`src/rtl/ecc_err_pkg.sv`:
```
package ecc_err_pkg;

   // status bit positions inside a bank's status word
   localparam int unsigned ST_CORR     = 0;
   localparam int unsigned ST_DET      = 1;
   localparam int unsigned ST_CORR_OVF = 2;
   localparam int unsigned ST_DET_OVF  = 3;
   localparam int unsigned ST_W        = 4;

   // error classes, one capture path each
   localparam int unsigned CLS_CORR = 0;
   localparam int unsigned CLS_DET  = 1;
   localparam int unsigned NUM_CLS  = 2;

   typedef enum logic [3:0] {
      FLD_STATUS    = 4'd0,
      FLD_CORR_ADDR = 4'd1,
      FLD_CORR_SYN  = 4'd2,
      FLD_CORR_ID   = 4'd3,
      FLD_CORR_KIND = 4'd4,
      FLD_DET_ADDR  = 4'd5,
      FLD_DET_SYN   = 4'd6,
      FLD_DET_ID    = 4'd7,
      FLD_DET_KIND  = 4'd8
   } field_e;

   function automatic int unsigned max_of(input int unsigned a, input int unsigned b);
      return (a > b) ? a : b;
   endfunction

endpackage

```
`src/rtl/ecc_class_slot.sv`:
```
// One bank, one error class: flag, sticky overflow and first-error details.
module ecc_class_slot #(
   parameter int unsigned ADDR_W = 16,
   parameter int unsigned SYN_W  = 8,
   parameter int unsigned ID_W   = 6,
   parameter int unsigned KIND_W = 2
) (
   input  logic              clk,
   input  logic              rst_n,
   input  logic              hit,
   input  logic [ADDR_W-1:0] in_addr,
   input  logic [SYN_W-1:0]  in_syn,
   input  logic [ID_W-1:0]   in_id,
   input  logic [KIND_W-1:0] in_kind,
   input  logic              clr_flag,
   input  logic              clr_ovf,
   output logic              flag,
   output logic              ovf,
   output logic [ADDR_W-1:0] q_addr,
   output logic [SYN_W-1:0]  q_syn,
   output logic [ID_W-1:0]   q_id,
   output logic [KIND_W-1:0] q_kind
);

   logic occupied;
   logic load;

   // a flag being cleared this cycle frees the slot for the new report
   assign occupied = flag & ~clr_flag;
   assign load     = hit & ~occupied;

   always_ff @(posedge clk) begin
      if (!rst_n) begin
         flag <= 1'b0;
      end else if (hit) begin
         flag <= 1'b1;
      end else if (clr_flag) begin
         flag <= 1'b0;
      end
   end

   always_ff @(posedge clk) begin
      if (!rst_n) begin
         ovf <= 1'b0;
      end else if (hit && occupied) begin
         ovf <= 1'b1;
      end else if (clr_ovf) begin
         ovf <= 1'b0;
      end
   end

   always_ff @(posedge clk) begin
      if (!rst_n) begin
         q_addr <= '0;
         q_syn  <= '0;
         q_id   <= '0;
         q_kind <= '0;
      end else if (load) begin
         q_addr <= in_addr;
         q_syn  <= in_syn;
         q_id   <= in_id;
         q_kind <= in_kind;
      end
   end

   assert_set_R1: assert property (@(posedge clk) disable iff (!rst_n)
      hit |=> flag);

   assert_keep_first_R4: assert property (@(posedge clk) disable iff (!rst_n)
      (flag && !clr_flag) |=> (q_addr == $past(q_addr) && q_syn == $past(q_syn)));

   assert_overflow_R4: assert property (@(posedge clk) disable iff (!rst_n)
      (hit && flag && !clr_flag) |=> ovf);

   assert_race_R8: assert property (@(posedge clk) disable iff (!rst_n)
      (hit && flag && clr_flag) |=> (flag && q_addr == $past(in_addr) && ovf == $past(ovf)));

   assert_clear_R7: assert property (@(posedge clk) disable iff (!rst_n)
      (clr_flag && !hit) |=> !flag);

endmodule

```
`src/rtl/ecc_read_mux.sv`:
```
// Selects one captured field of one bank; RD_REG picks a combinational or registered path.
module ecc_read_mux
   import ecc_err_pkg::*;
#(
   parameter int unsigned NUM_BANKS = 4,
   parameter int unsigned ADDR_W    = 16,
   parameter int unsigned SYN_W     = 8,
   parameter int unsigned ID_W      = 6,
   parameter int unsigned KIND_W    = 2,
   parameter int unsigned DATA_W    = 16,
   parameter bit          RD_REG    = 1'b0,
   localparam int unsigned BANK_W   = $clog2(NUM_BANKS)
) (
   input  logic                                         clk,
   input  logic                                         rst_n,
   input  logic [BANK_W-1:0]                            rd_bank,
   input  logic [3:0]                                   rd_field,
   input  logic [NUM_BANKS-1:0][ST_W-1:0]               status,
   input  logic [NUM_CLS-1:0][NUM_BANKS-1:0][ADDR_W-1:0] f_addr,
   input  logic [NUM_CLS-1:0][NUM_BANKS-1:0][SYN_W-1:0]  f_syn,
   input  logic [NUM_CLS-1:0][NUM_BANKS-1:0][ID_W-1:0]   f_id,
   input  logic [NUM_CLS-1:0][NUM_BANKS-1:0][KIND_W-1:0] f_kind,
   output logic [DATA_W-1:0]                            rd_data
);

   logic [DATA_W-1:0] sel;

   always_comb begin
      sel = '0;
      case (rd_field)
         FLD_STATUS:    sel = DATA_W'(status[rd_bank]);
         FLD_CORR_ADDR: sel = DATA_W'(f_addr[CLS_CORR][rd_bank]);
         FLD_CORR_SYN:  sel = DATA_W'(f_syn[CLS_CORR][rd_bank]);
         FLD_CORR_ID:   sel = DATA_W'(f_id[CLS_CORR][rd_bank]);
         FLD_CORR_KIND: sel = DATA_W'(f_kind[CLS_CORR][rd_bank]);
         FLD_DET_ADDR:  sel = DATA_W'(f_addr[CLS_DET][rd_bank]);
         FLD_DET_SYN:   sel = DATA_W'(f_syn[CLS_DET][rd_bank]);
         FLD_DET_ID:    sel = DATA_W'(f_id[CLS_DET][rd_bank]);
         FLD_DET_KIND:  sel = DATA_W'(f_kind[CLS_DET][rd_bank]);
         default:       sel = '0;
      endcase
   end

   generate
      if (RD_REG) begin : g_rd_reg
         always_ff @(posedge clk) begin
            if (!rst_n) rd_data <= '0;
            else        rd_data <= sel;
         end
      end else begin : g_rd_comb
         logic unused_clk;
         assign unused_clk = clk ^ rst_n;
         assign rd_data    = sel;
      end
   endgenerate

endmodule

```
`src/rtl/ecc_err_capture.sv`:
```
module ecc_err_capture
   import ecc_err_pkg::*;
#(
   parameter int unsigned NUM_BANKS = 4,
   parameter int unsigned ADDR_W    = 16,
   parameter int unsigned SYN_W     = 8,
   parameter int unsigned ID_W      = 6,
   parameter int unsigned KIND_W    = 2,
   parameter bit          RD_REG    = 1'b0,
   localparam int unsigned BANK_W   = $clog2(NUM_BANKS),
   localparam int unsigned DATA_W   = max_of(max_of(ADDR_W, SYN_W),
                                             max_of(max_of(ID_W, KIND_W), ST_W))
) (
   input  logic              clk,
   input  logic              rst_n,
   input  logic              corr_valid,
   input  logic [BANK_W-1:0] corr_bank,
   input  logic [ADDR_W-1:0] corr_addr,
   input  logic [SYN_W-1:0]  corr_syn,
   input  logic [ID_W-1:0]   corr_id,
   input  logic [KIND_W-1:0] corr_kind,
   input  logic              det_valid,
   input  logic [BANK_W-1:0] det_bank,
   input  logic [ADDR_W-1:0] det_addr,
   input  logic [SYN_W-1:0]  det_syn,
   input  logic [ID_W-1:0]   det_id,
   input  logic [KIND_W-1:0] det_kind,
   input  logic              clr_valid,
   input  logic [BANK_W-1:0] clr_bank,
   input  logic [1:0]        clr_bit,
   input  logic [BANK_W-1:0] rd_bank,
   input  logic [3:0]        rd_field,
   output logic [DATA_W-1:0] rd_data,
   output logic              irq_corr,
   output logic              exc_det
);

   initial begin
      assert (NUM_BANKS >= 2 && (1 << BANK_W) == NUM_BANKS)
         else $error("NUM_BANKS must be a power of two, at least 2");
      assert (ADDR_W >= 1 && SYN_W >= 1 && ID_W >= 1 && KIND_W >= 1)
         else $error("field widths must be at least 1");
   end

   // per-class view of the two report channels
   logic [NUM_CLS-1:0]             c_valid;
   logic [NUM_CLS-1:0][BANK_W-1:0] c_bank;
   logic [NUM_CLS-1:0][ADDR_W-1:0] c_addr;
   logic [NUM_CLS-1:0][SYN_W-1:0]  c_syn;
   logic [NUM_CLS-1:0][ID_W-1:0]   c_id;
   logic [NUM_CLS-1:0][KIND_W-1:0] c_kind;

   assign c_valid[CLS_CORR] = corr_valid;
   assign c_bank[CLS_CORR]  = corr_bank;
   assign c_addr[CLS_CORR]  = corr_addr;
   assign c_syn[CLS_CORR]   = corr_syn;
   assign c_id[CLS_CORR]    = corr_id;
   assign c_kind[CLS_CORR]  = corr_kind;
   assign c_valid[CLS_DET]  = det_valid;
   assign c_bank[CLS_DET]   = det_bank;
   assign c_addr[CLS_DET]   = det_addr;
   assign c_syn[CLS_DET]    = det_syn;
   assign c_id[CLS_DET]     = det_id;
   assign c_kind[CLS_DET]   = det_kind;

   logic [NUM_CLS-1:0][NUM_BANKS-1:0]             flag;
   logic [NUM_CLS-1:0][NUM_BANKS-1:0]             ovf;
   logic [NUM_CLS-1:0][NUM_BANKS-1:0][ADDR_W-1:0] f_addr;
   logic [NUM_CLS-1:0][NUM_BANKS-1:0][SYN_W-1:0]  f_syn;
   logic [NUM_CLS-1:0][NUM_BANKS-1:0][ID_W-1:0]   f_id;
   logic [NUM_CLS-1:0][NUM_BANKS-1:0][KIND_W-1:0] f_kind;
   logic [NUM_BANKS-1:0][ST_W-1:0]                status;

   // one decoded clear strobe per bank and status bit
   logic [NUM_BANKS-1:0][ST_W-1:0] clr_dec;

   genvar gb, gc;
   generate
      for (gb = 0; gb < NUM_BANKS; gb++) begin : g_bank
         always_comb begin
            clr_dec[gb] = '0;
            if (clr_valid && clr_bank == BANK_W'(gb)) clr_dec[gb][clr_bit] = 1'b1;
         end

         assign status[gb][ST_CORR]     = flag[CLS_CORR][gb];
         assign status[gb][ST_DET]      = flag[CLS_DET][gb];
         assign status[gb][ST_CORR_OVF] = ovf[CLS_CORR][gb];
         assign status[gb][ST_DET_OVF]  = ovf[CLS_DET][gb];

         for (gc = 0; gc < NUM_CLS; gc++) begin : g_cls
            localparam int unsigned FLAG_BIT = (gc == CLS_CORR) ? ST_CORR : ST_DET;
            localparam int unsigned OVF_BIT  = (gc == CLS_CORR) ? ST_CORR_OVF : ST_DET_OVF;
            logic hit;
            assign hit = c_valid[gc] && (c_bank[gc] == BANK_W'(gb));

            ecc_class_slot #(
               .ADDR_W (ADDR_W),
               .SYN_W  (SYN_W),
               .ID_W   (ID_W),
               .KIND_W (KIND_W)
            ) u_slot (
               .clk      (clk),
               .rst_n    (rst_n),
               .hit      (hit),
               .in_addr  (c_addr[gc]),
               .in_syn   (c_syn[gc]),
               .in_id    (c_id[gc]),
               .in_kind  (c_kind[gc]),
               .clr_flag (clr_dec[gb][FLAG_BIT]),
               .clr_ovf  (clr_dec[gb][OVF_BIT]),
               .flag     (flag[gc][gb]),
               .ovf      (ovf[gc][gb]),
               .q_addr   (f_addr[gc][gb]),
               .q_syn    (f_syn[gc][gb]),
               .q_id     (f_id[gc][gb]),
               .q_kind   (f_kind[gc][gb])
            );
         end

         assert_clear_one_R7: assert property (@(posedge clk) disable iff (!rst_n)
            (clr_valid && clr_bank == BANK_W'(gb) && !corr_valid && !det_valid)
               |=> ((status[gb] | ((ST_W)'(1) << $past(clr_bit))) ==
                    ($past(status[gb]) | ((ST_W)'(1) << $past(clr_bit)))));
      end
   endgenerate

   assign irq_corr = |(flag[CLS_CORR] | ovf[CLS_CORR]);
   assign exc_det  = |(flag[CLS_DET]  | ovf[CLS_DET]);

   ecc_read_mux #(
      .NUM_BANKS (NUM_BANKS),
      .ADDR_W    (ADDR_W),
      .SYN_W     (SYN_W),
      .ID_W      (ID_W),
      .KIND_W    (KIND_W),
      .DATA_W    (DATA_W),
      .RD_REG    (RD_REG)
   ) u_rd (
      .clk      (clk),
      .rst_n    (rst_n),
      .rd_bank  (rd_bank),
      .rd_field (rd_field),
      .status   (status),
      .f_addr   (f_addr),
      .f_syn    (f_syn),
      .f_id     (f_id),
      .f_kind   (f_kind),
      .rd_data  (rd_data)
   );

   assert_irq_cause_R1: assert property (@(posedge clk) disable iff (!rst_n)
      $rose(irq_corr) |-> $past(corr_valid));

   assert_exc_cause_R2: assert property (@(posedge clk) disable iff (!rst_n)
      $rose(exc_det) |-> $past(det_valid));

   assert_irq_hold_R9: assert property (@(posedge clk) disable iff (!rst_n)
      (!corr_valid && !clr_valid) |=> $stable(irq_corr));

   assert_exc_hold_R9: assert property (@(posedge clk) disable iff (!rst_n)
      (!det_valid && !clr_valid) |=> $stable(exc_det));

endmodule

```
`config.mk`:
```
export PLATFORM = sky130hd
export DESIGN_NAME = ecc_err_capture
export DESIGN_NICKNAME = d
export VERILOG_FILES = /design/src/rtl/ecc_err_pkg.sv /design/src/rtl/ecc_class_slot.sv /design/src/rtl/ecc_read_mux.sv /design/src/rtl/ecc_err_capture.sv
export SDC_FILE = /design/constraint.sdc
export NUM_CORES = 1
export LEC_CHECK = 0
export BUFFER_PORTS_ARGS = -buffer_cell sky130_fd_sc_hd__buf_2
export CORE_MARGIN = 2
export CORE_UTILIZATION = 26
export DETAILED_ROUTE_END_ITERATION = 8
export PLACE_DENSITY = 0.46
export REMOVE_ABC_BUFFERS = 1
export SLEW_MARGIN = 25
export SYNTH_ARGS = -nofsm -noshare
export SYNTH_HDL_FRONTEND = slang
export SYNTH_SLANG_ARGS = --single-unit
export TNS_END_PERCENT = 10
```
`constraint.sdc`:
```
create_clock -name clk -period 1.62 [get_ports clk]
set_input_delay 0.081 -clock clk [delete_from_list [all_inputs] [get_ports clk]]
set_output_delay 0.081 -clock clk [all_outputs]
set_load 0.1 [all_outputs]
```
# Word level (Yosys, flattened, before mapping)
# Index checks and enable logic that the tools add are counted.
[op_classes]
order_cmp = 3
n_eq_ne = 17
muxes = 57
bitwise_logic = 34
n_reduce_logical = 43
[op_table]
columns = ["op", "n"]
rows = [
  ["16-bit case mux with 9 select lines", 1],
  ["16-bit binary-select mux with 2-bit select", 2],
  ["1-bit 2-to-1 mux", 33],
  ["8-bit binary-select mux with 2-bit select", 2],
  ["16-bit 2-to-1 mux", 2],
  ["2-bit nonzero test", 16],
  ["6-bit binary-select mux with 2-bit select", 2],
  ["1-bit logical AND", 21],
  ["4-bit 2-to-1 mux", 5],
  ["1-bit bitwise AND", 16],
  ["4-bit by 3-bit == test with 1-bit output (second input constant)", 4],
  ["8-bit 2-to-1 mux", 2],
  ["1-bit NOT", 16],
  ["2-bit == test (second input constant)", 6],
  ["6-bit 2-to-1 mux", 2],
  ["2-bit binary-select mux with 2-bit select", 2],
  ["4-bit binary-select mux with 2-bit select", 1],
  ["4-bit by 2-bit == test with 1-bit output (second input constant)", 2],
  ["4-bit OR", 2],
  ["4-bit OR reduction", 2],
  ["2-bit by 1-bit == test with 1-bit output (second input constant)", 3],
  ["2-bit logical NOT", 3],
  ["2-bit by 3-bit less-than comparator with 1-bit output (second input constant)", 2],
  ["4-bit by 1-bit == test with 1-bit output (second input constant)", 1],
  ["other kinds (5)", 6],
]
[word_totals]
register_bits = 272
output_inout_bits = 18

# Longest topological paths before layout
# Gate-level depths: netlist of run 1.
[logic_depth]
ltp_word = 9
mapped_depth = 8
ltp_nobuf = 4

# Hierarchy
# A second synthesis of run 1 with hierarchy kept.
[hier_totals]
hier_cells = 1386
hier_area_um2 = 13605.5
[modules_own_cells]
columns = ["module", "n_inst", "cells_each", "area_per_inst_um2", "seq_area_each_um2"]
rows = [
  ["ecc_class_slot", 8, 147, 1392.6, 680.7],
  ["ecc_read_mux", 1, 171, 2254.7, 0.0],
  ["ecc_err_capture", 1, 39, 210.2, 0.0],
]

# Worst setup path before layout of run 1
# No wires, ideal clock.
[synth_path]
path_kind = "input port to output port"
start = "input port rd_bank[0]"
end = "output port rd_data[7]"
t_arrival_ps = 3016
path_slack_ps = -1477
stages = 6
path_buffers = 3
cell_sequence = "buf_2 > buf_2 > buf_2 > mux4_2 > a32oi_1 > o21ai_0"
[synth_via]
elab_chain_len = 3
word_cells_on_any_way = 9
cone_classes = "mux: 9"
[synth_rtl]
columns = ["element", "line_no", "rtl"]
rows = [
  ["from (decl)", "ecc_err_capture.sv:31", "input logic [BANK_W-1:0] rd_bank,"],
  ["8-bit binary-select mux with 2-bit select, or another cell as far along", "ecc_read_mux.sv:37", "FLD_DET_SYN: sel = DATA_W'(f_syn[CLS_DET][rd_bank]);"],
  ["8-bit 2-to-1 mux (not written as such), or another cell as far along", "ecc_read_mux.sv:37", ""],
  ["16-bit case mux with 9 select lines (*)", "ecc_read_mux.sv:30", "case (rd_field)"],
  ["to (decl)", "ecc_err_capture.sv:33", "output logic [DATA_W-1:0] rd_data,"],
]
# Mark *: on every way between the ends. The rest lies on a longest branch, timed or not. The select of a mux whose other input is x is not followed.

# Worst setup path after layout of run 1
[layout_path]
start = "register g_bank[3].g_cls[0].u_slot.q_kind[1]"
end = "output port rd_data[1]"
[layout_via]
elab_chain_len = 3
[layout_rtl]
columns = ["element", "line_no", "rtl"]
rows = [
  ["from (decl)", "ecc_class_slot.sv:22", "output logic [KIND_W-1:0] q_kind"],
  ["from (signal assigned)", "ecc_class_slot.sv:62", "q_kind <= in_kind;"],
  ["2-bit binary-select mux with 2-bit select", "ecc_read_mux.sv:35", "FLD_CORR_KIND: sel = DATA_W'(f_kind[CLS_CORR][rd_bank]);"],
  ["2-bit 2-to-1 mux (not written as such)", "ecc_read_mux.sv:35", ""],
  ["16-bit case mux with 9 select lines", "ecc_read_mux.sv:30", ""],
]
# No other way between the ends. The select of a mux whose other input is x is not followed.

==> impl_metrics.ini, run 1 <==
[sta]
worst_pin_slew_ns = 0.518
fin_setup_tns_ns = -6.83
period_needed_ns = 2.36
rsz0062_at_grt = true
setup_slack_ns = -0.742
hold_viol = 0
finClkSkew_ns = 0.00459
finalSetupViolations = 18
fmax_mhz = 423
slew_headroom_pct = 65.5
hold_ws_ns = 0.0643
fin_crit_sh_pct = 146
maxSlewViolCount = 0

[flow_run]
cap_violations = 0

[clocking]
insertion_delay_ns = 0.57
cts_setup_buffers = 0
cts_tree = yes
cts_sinks = 272
clock_path_buffers = 3
path_clk_slew_ns = 0.06
h-tree-depth = 1
numCtsBuffers = 30
cts-root-buf = clkbuf_16

[cells_and_area]
fin_cells = 2272
drive_gt1_share_pct = 21.1
area_growth_pct = 29.5
fin_nets = 1668

[synth]
yosys-top-cells-count = dfxtp_1, nand3_1, o21ai_0, a21boi_0, clkbuf_1
synth-main-ff-cell = dfxtp_1
synth_largest_area_cell = dfxtp_1
syn_area_sq_um = 13300
synth_seq_area_share_pct = 41.1
synth_area_per_cell_sq_um = 9.18
synth_area_leaders = dfxtp_1, nand3_1, a21boi_0, mux4_2, o21ai_0
ys_types = 52
synth_top_area_share_pct = 41.1
ys_warn_count = 0
synth_cells = 1445
yosysMostFrequentCell = dfxtp_1
ys_ff_latch = 272
synth_edf_count = 0
async_reset_ff_share_pct = 0

[placed_design]
placed_cells = 2160
gp_congestion = 0.751
hpwlAfterDp_mm = 30.6
numPortBuffers = 100

[critical_path]
worstPathArrival_ns = 2.28
reg2reg_slack_ns = 0.32
crit_path_start_kind = flop
end_kind = output port
criticalPathCategory = flop to output port
critical_path.max_fanout = 2
crit_required_ns = 1.54

[route]
dr.pass1.iters = 5
wl_met1_mm = 22.5
ant_nets = 0
drt-initial-drc-count = 976
vias = 12300
met2_wirelength_mm = 23.7
dr_wl_met3_mm = 2.71
wirelength_mm = 50.1
drc_errors = 0
routed_via_density = 5.41
wl_per_cell_um = 22.1
highest_layer = met5

[floorplanning]
start_util_pct = 26.4
core_area_sq_um = 50300
die_h_um = 230
die_area_sq_um = 52800
rows = 82
die_w_um = 230
io_pins = 101

[global_route]
grt_usage_pct = 18.7
grt_pass1_vias = 12600
grt_overflow = 0
antenna_found_initial = 4
grt_max_degree = 60
grt_pass1_wl_mm = 77.8

[power_and_ir_drop]
p_leak_nw = 5.86
ir_worst_vdd_v = 0.000875
p_per_area_nw_per_um2 = 935

[worst_hold_path]
worstHoldPathType = primary input to flop

[run_status]
violations = setup timing
status = finished, violations left
-- where the power goes --
group / total (mW) / leakage (nW) / switching (mW) / internal, mW
clock: 6.75 / 0.455 / 2.78 / 3.97
combinational: 2.28 / 3.19 / 1.33 / 0.951
sequential: 7.03 / 2.21 / 0.111 / 6.92
-- worst max-delay path: stages (launching register included) --
cell and delay (ns):
dfxtp_2 0.31, mux4_2 0.50, a221oi_2 0.24, a311o_1 0.15, nand4_1 0.16, buf_4 0.20, buf_12 0.16
-- stage by stage --
step	area [sq um]	setup slack, ns	utilization (%)	power [mW]
global placement	15500	-0.464	30.8	9.26
finish	17200	-0.742	34.2	16.1
floorplan	12600	-1.18	-	8.06
detailed placement	15500	-0.465	30.8	9.28
global route	17200	-0.794	34.2	16.6
CTS	17200	-0.792	34.1	16.2
-- final timing paths --
path	from	to	cells past startpoint
max	g_bank[3].g_cls[0].u_slot.q_kind[1]	rd_data[1]	6
min	clr_bit[1]	g_bank[1].g_cls[0].u_slot.ovf	5
max reg2reg	g_bank[1].g_cls[0].u_slot.flag	g_bank[1].g_cls[0].u_slot.q_addr[15]	5
min reg2reg	g_bank[0].g_cls[1].u_slot.q_kind[1]	g_bank[0].g_cls[1].u_slot.q_kind[1]	2
-- area by class of cell --
| type | count | area, sq um |
|---|---|---|
| inverters | 1 | 3.75 |
| repair buffers | 269 | 2730 |
| well taps | 672 | 841 |
| clock buffers | 43 | 871 |
| clock inverters | 2 | 60.1 |
| flip-flops and latches | 272 | 5450 |
| multi-input cells | 1011 | 7210 |
| fillers | 5194 | 33100 |
| diodes | 2 | 5.00 |
-- flip-flops by register name (all words and copies together) (netlist names) --
signal	flops
g_bank.g_cls.u_slot.ovf	8
g_bank.g_cls.u_slot.q_addr	128
g_bank.g_cls.u_slot.q_syn	64
g_bank.g_cls.u_slot.q_id	48
g_bank.g_cls.u_slot.flag	8
g_bank.g_cls.u_slot.q_kind	16
-- repair_timing --
| item | CTS | global route |
|---|---|---|
| hold buffers | 65 | 0 |
| endpoints found under the setup margin | 18 | 18 |
| pin swaps | 15 | 4 |
| resized for setup | 29 | 6 |
| endpoints found under the hold margin | 256 | 0 |
-- kinds of logic (layout without fill, tap and decap cells) --
family | Yosys count | count (layout) | share of synthesized area [%]
compound gates | 591 | 591 | 28.4
simple gates | 342 | 342 | 13.4
flops | 272 | 272 | 41.1
buf+inv | 162 | 315 | 5.35
mux | 78 | 78 | 11.8
other cells | 0 | 2 | 0
-- cell usage in the layout (no fill, tap or decap), drive strengths merged, types with 4 or more instances in the layout --
cell,n
dlygate4sd3,65
a22oi,12
dfxtp,272
o21ai,283
and2,11
o21a,8
mux2i,14
nor2,8
a21boi,264
a22o,10
nand2b,4
nor2b,5
nand3,265
buf,204
nor3b,4
mux4,61
clkbuf,43
nor4,4
nand4,4
nand2,15
nand3b,7
-- layer usage --
layer | GRT usage, % | vias up
met5 | 0 | -
met4 | 5.50 | 4
met3 | 2.77 | 99
met2 | 31.0 | 404
met1 | 25.1 | 6127
li1 | - | 5658
Power figures use the tool's default switching activity.
==> run 2: changes to the inputs <==
--- a/config.mk
+++ b/config.mk
@@ -9,6 +9,7 @@
 export CORE_MARGIN = 2
 export CORE_UTILIZATION = 26
 export DETAILED_ROUTE_END_ITERATION = 8
+export HOLD_SLACK_MARGIN = 0.15
 export PLACE_DENSITY = 0.46
 export REMOVE_ABC_BUFFERS = 1
 export SLEW_MARGIN = 25
==> run 2 against run 1 <==
The flow still finishes with violations (setup timing); critical path depth unchanged; combinational power about the same; wire length is 0.54% higher; setup slack worse by 0.016 ns; critical endpoint unchanged; die area unchanged; register-to-register slack about the same; clock-buffer cell count unchanged; hold slack improved by 0.11 ns; total power rose by 0.20%.
==> impl_metrics.ini, run 2 (synthesis gave the netlist of run 1 again) <==
[cells_and_area]
top_regs = g_bank.g_cls.u_slot.q_addr: 128 flops, g_bank.g_cls.u_slot.q_syn: 64 flops, g_bank.g_cls.u_slot.q_id: 48 flops
multiInputGateArea_sq_um = 7220
mostFrequentLayoutCell = dfxtp_1
area_growth_pct = 30.4
regArea_sq_um = 5450
fin_nets = 1678
top_register = g_bank.g_cls.u_slot.q_addr
largest_reg_flops = 128
fin_cells = 2282
fillers = 5183
layout.cells.most_common_list = dfxtp_1, nand3_1, o21ai_0, a21boi_0, a21boi_1
drive_gt1_share_pct = 21.3

[clocking]
path_clk_slew_ns = 0.06
h-tree-depth = 1
cts_tree = yes
insertion_delay_ns = 0.57
cts-root-buf = clkbuf_16
clock_path_buffers = 3
cts_sinks = 272
numCtsBuffers = 30

[route]
dr.pass1.iters = 5
drc_errors = 0
drt-initial-drc-count = 945
wl_per_cell_um = 22.1
vias = 12400
wirelength_mm = 50.4
ant_nets = 0
routed_via_density = 5.41

[sta]
setup_slack_ns = -0.757
fmax_mhz = 421
period_needed_ns = 2.38
hold_viol = 0
finalSetupViolations = 18
fin_crit_sh_pct = 147
maxSlewViolCount = 0
worst_pin_slew_ns = 0.520
rsz0062_at_grt = true
slew_headroom_pct = 65.4
finClkSkew_ns = 0.00451

[power_and_ir_drop]
p_per_area_nw_per_um2 = 930
p_leak_nw = 5.90
ir_worst_vdd_v = 0.000877

[worst_hold_path]
min_path_cells = 6
worstHoldPathType = primary input to flop

[floorplanning]
rows = 82
core_area_sq_um = 50300
die_h_um = 230
start_util_pct = 26.4
io_pins = 101
die_w_um = 230
die_area_sq_um = 52800

[placed_design]
pre_cts_ws_ns = -0.465
hpwlAfterDp_mm = 30.6
gp_congestion = 0.751
numPortBuffers = 100
placed_cells = 2160

[critical_path]
critical_path.max_fanout = 2
worstPathArrival_ns = 2.30
crit_required_ns = 1.54
reg2reg_depth = 5
criticalPathCategory = flop to output port
crit_path_start_kind = flop
end_kind = output port

[run_status]
status = finished, violations left
violations = setup timing

[global_route]
grt_pass1_vias = 12600
grt_max_degree = 60
grt_usage_pct = 18.7
grt_pass1_wl_mm = 78.0
antenna_found_initial = 4
grt_overflow = 0

[flow_run]
cap_violations = 0
==> run 2: changes by cell type in the layout (fill, tap and decap cells not counted), sizes merged <==
cell,change
dlygate4sd3,+10
==> run 2: final cells by class <==
class,count,area share (%)
Sequential cell,272,31.5
Clock buffer,43,5.03
Multi-Input combinational cell,1011,41.8
Timing Repair Buffer,279,16.4
Clock inverter,2,0.347
Inverter,1,0.0217
Antenna cell,2,0.0289
Tap cell,672,4.86
==> run 2: repair_timing <==
item,4_1_cts,5_1_grt
gates resized for setup,29,13
buffers inserted,0,0
hold buffers,75,0
pin swaps,15,5
setup endpoints to repair,18,25
endpoints found under the hold margin,269,0
==> run 2: worst paths after layout <==
kind,start,endpoint,slack [ns]
setup / recovery,g_bank[2].g_cls[0].u_slot.q_kind[1],rd_data[1],-0.76
hold / removal,corr_valid,g_bank[2].g_cls[0].u_slot.q_addr[10],0.18
setup reg to reg,g_bank[1].g_cls[0].u_slot.flag,g_bank[1].g_cls[0].u_slot.q_addr[10],0.33
hold reg to reg,g_bank[0].g_cls[1].u_slot.q_id[3],g_bank[0].g_cls[1].u_slot.q_id[3],0.47
==> run 2: metal layers <==
metal	part of all wire (%)	global-route usage, %	wire length (um)
met1	45	25.2	22600
met2	48	31.1	24000
met3	5.3	2.73	2670
met4	2.2	5.63	1130
met5	0.048	0	24
==> run 2: through the flow <==
stage | utilization (%) | total power [mW] | TNS [ns] | instance area [sq um] | hold WS, ns
6_report | 34.4 | 16.1 | -6.83 | 17300 | 0.178
5_1_grt | 34.4 | 16.6 | -7.75 | 17300 | 0.201
3_3_place_gp | 30.8 | 9.26 | -5.09 | 15500 | 0.369
2_1_floorplan | - | 8.06 | -78.16 | 12600 | 0.203
4_1_cts | 34.3 | 16.2 | -7.38 | 17300 | 0.150
3_5_place_dp | 30.8 | 9.28 | -5.05 | 15500 | 0.377
==> run 2: critical path, cell delays in order (launching register included) <==
cell,delay (ns)
dfxtp_2,0.33
mux4_2,0.48
a221oi_2,0.24
a311o_1,0.15
nand4_1,0.16
buf_4,0.20
buf_12,0.16
==> run 2: power by group <==
part,switching (mW),total [mW],internal [mW]
clock,2.79,6.76,3.97
combinational,1.33,2.30,0.971
sequential,0.112,7.03,6.92
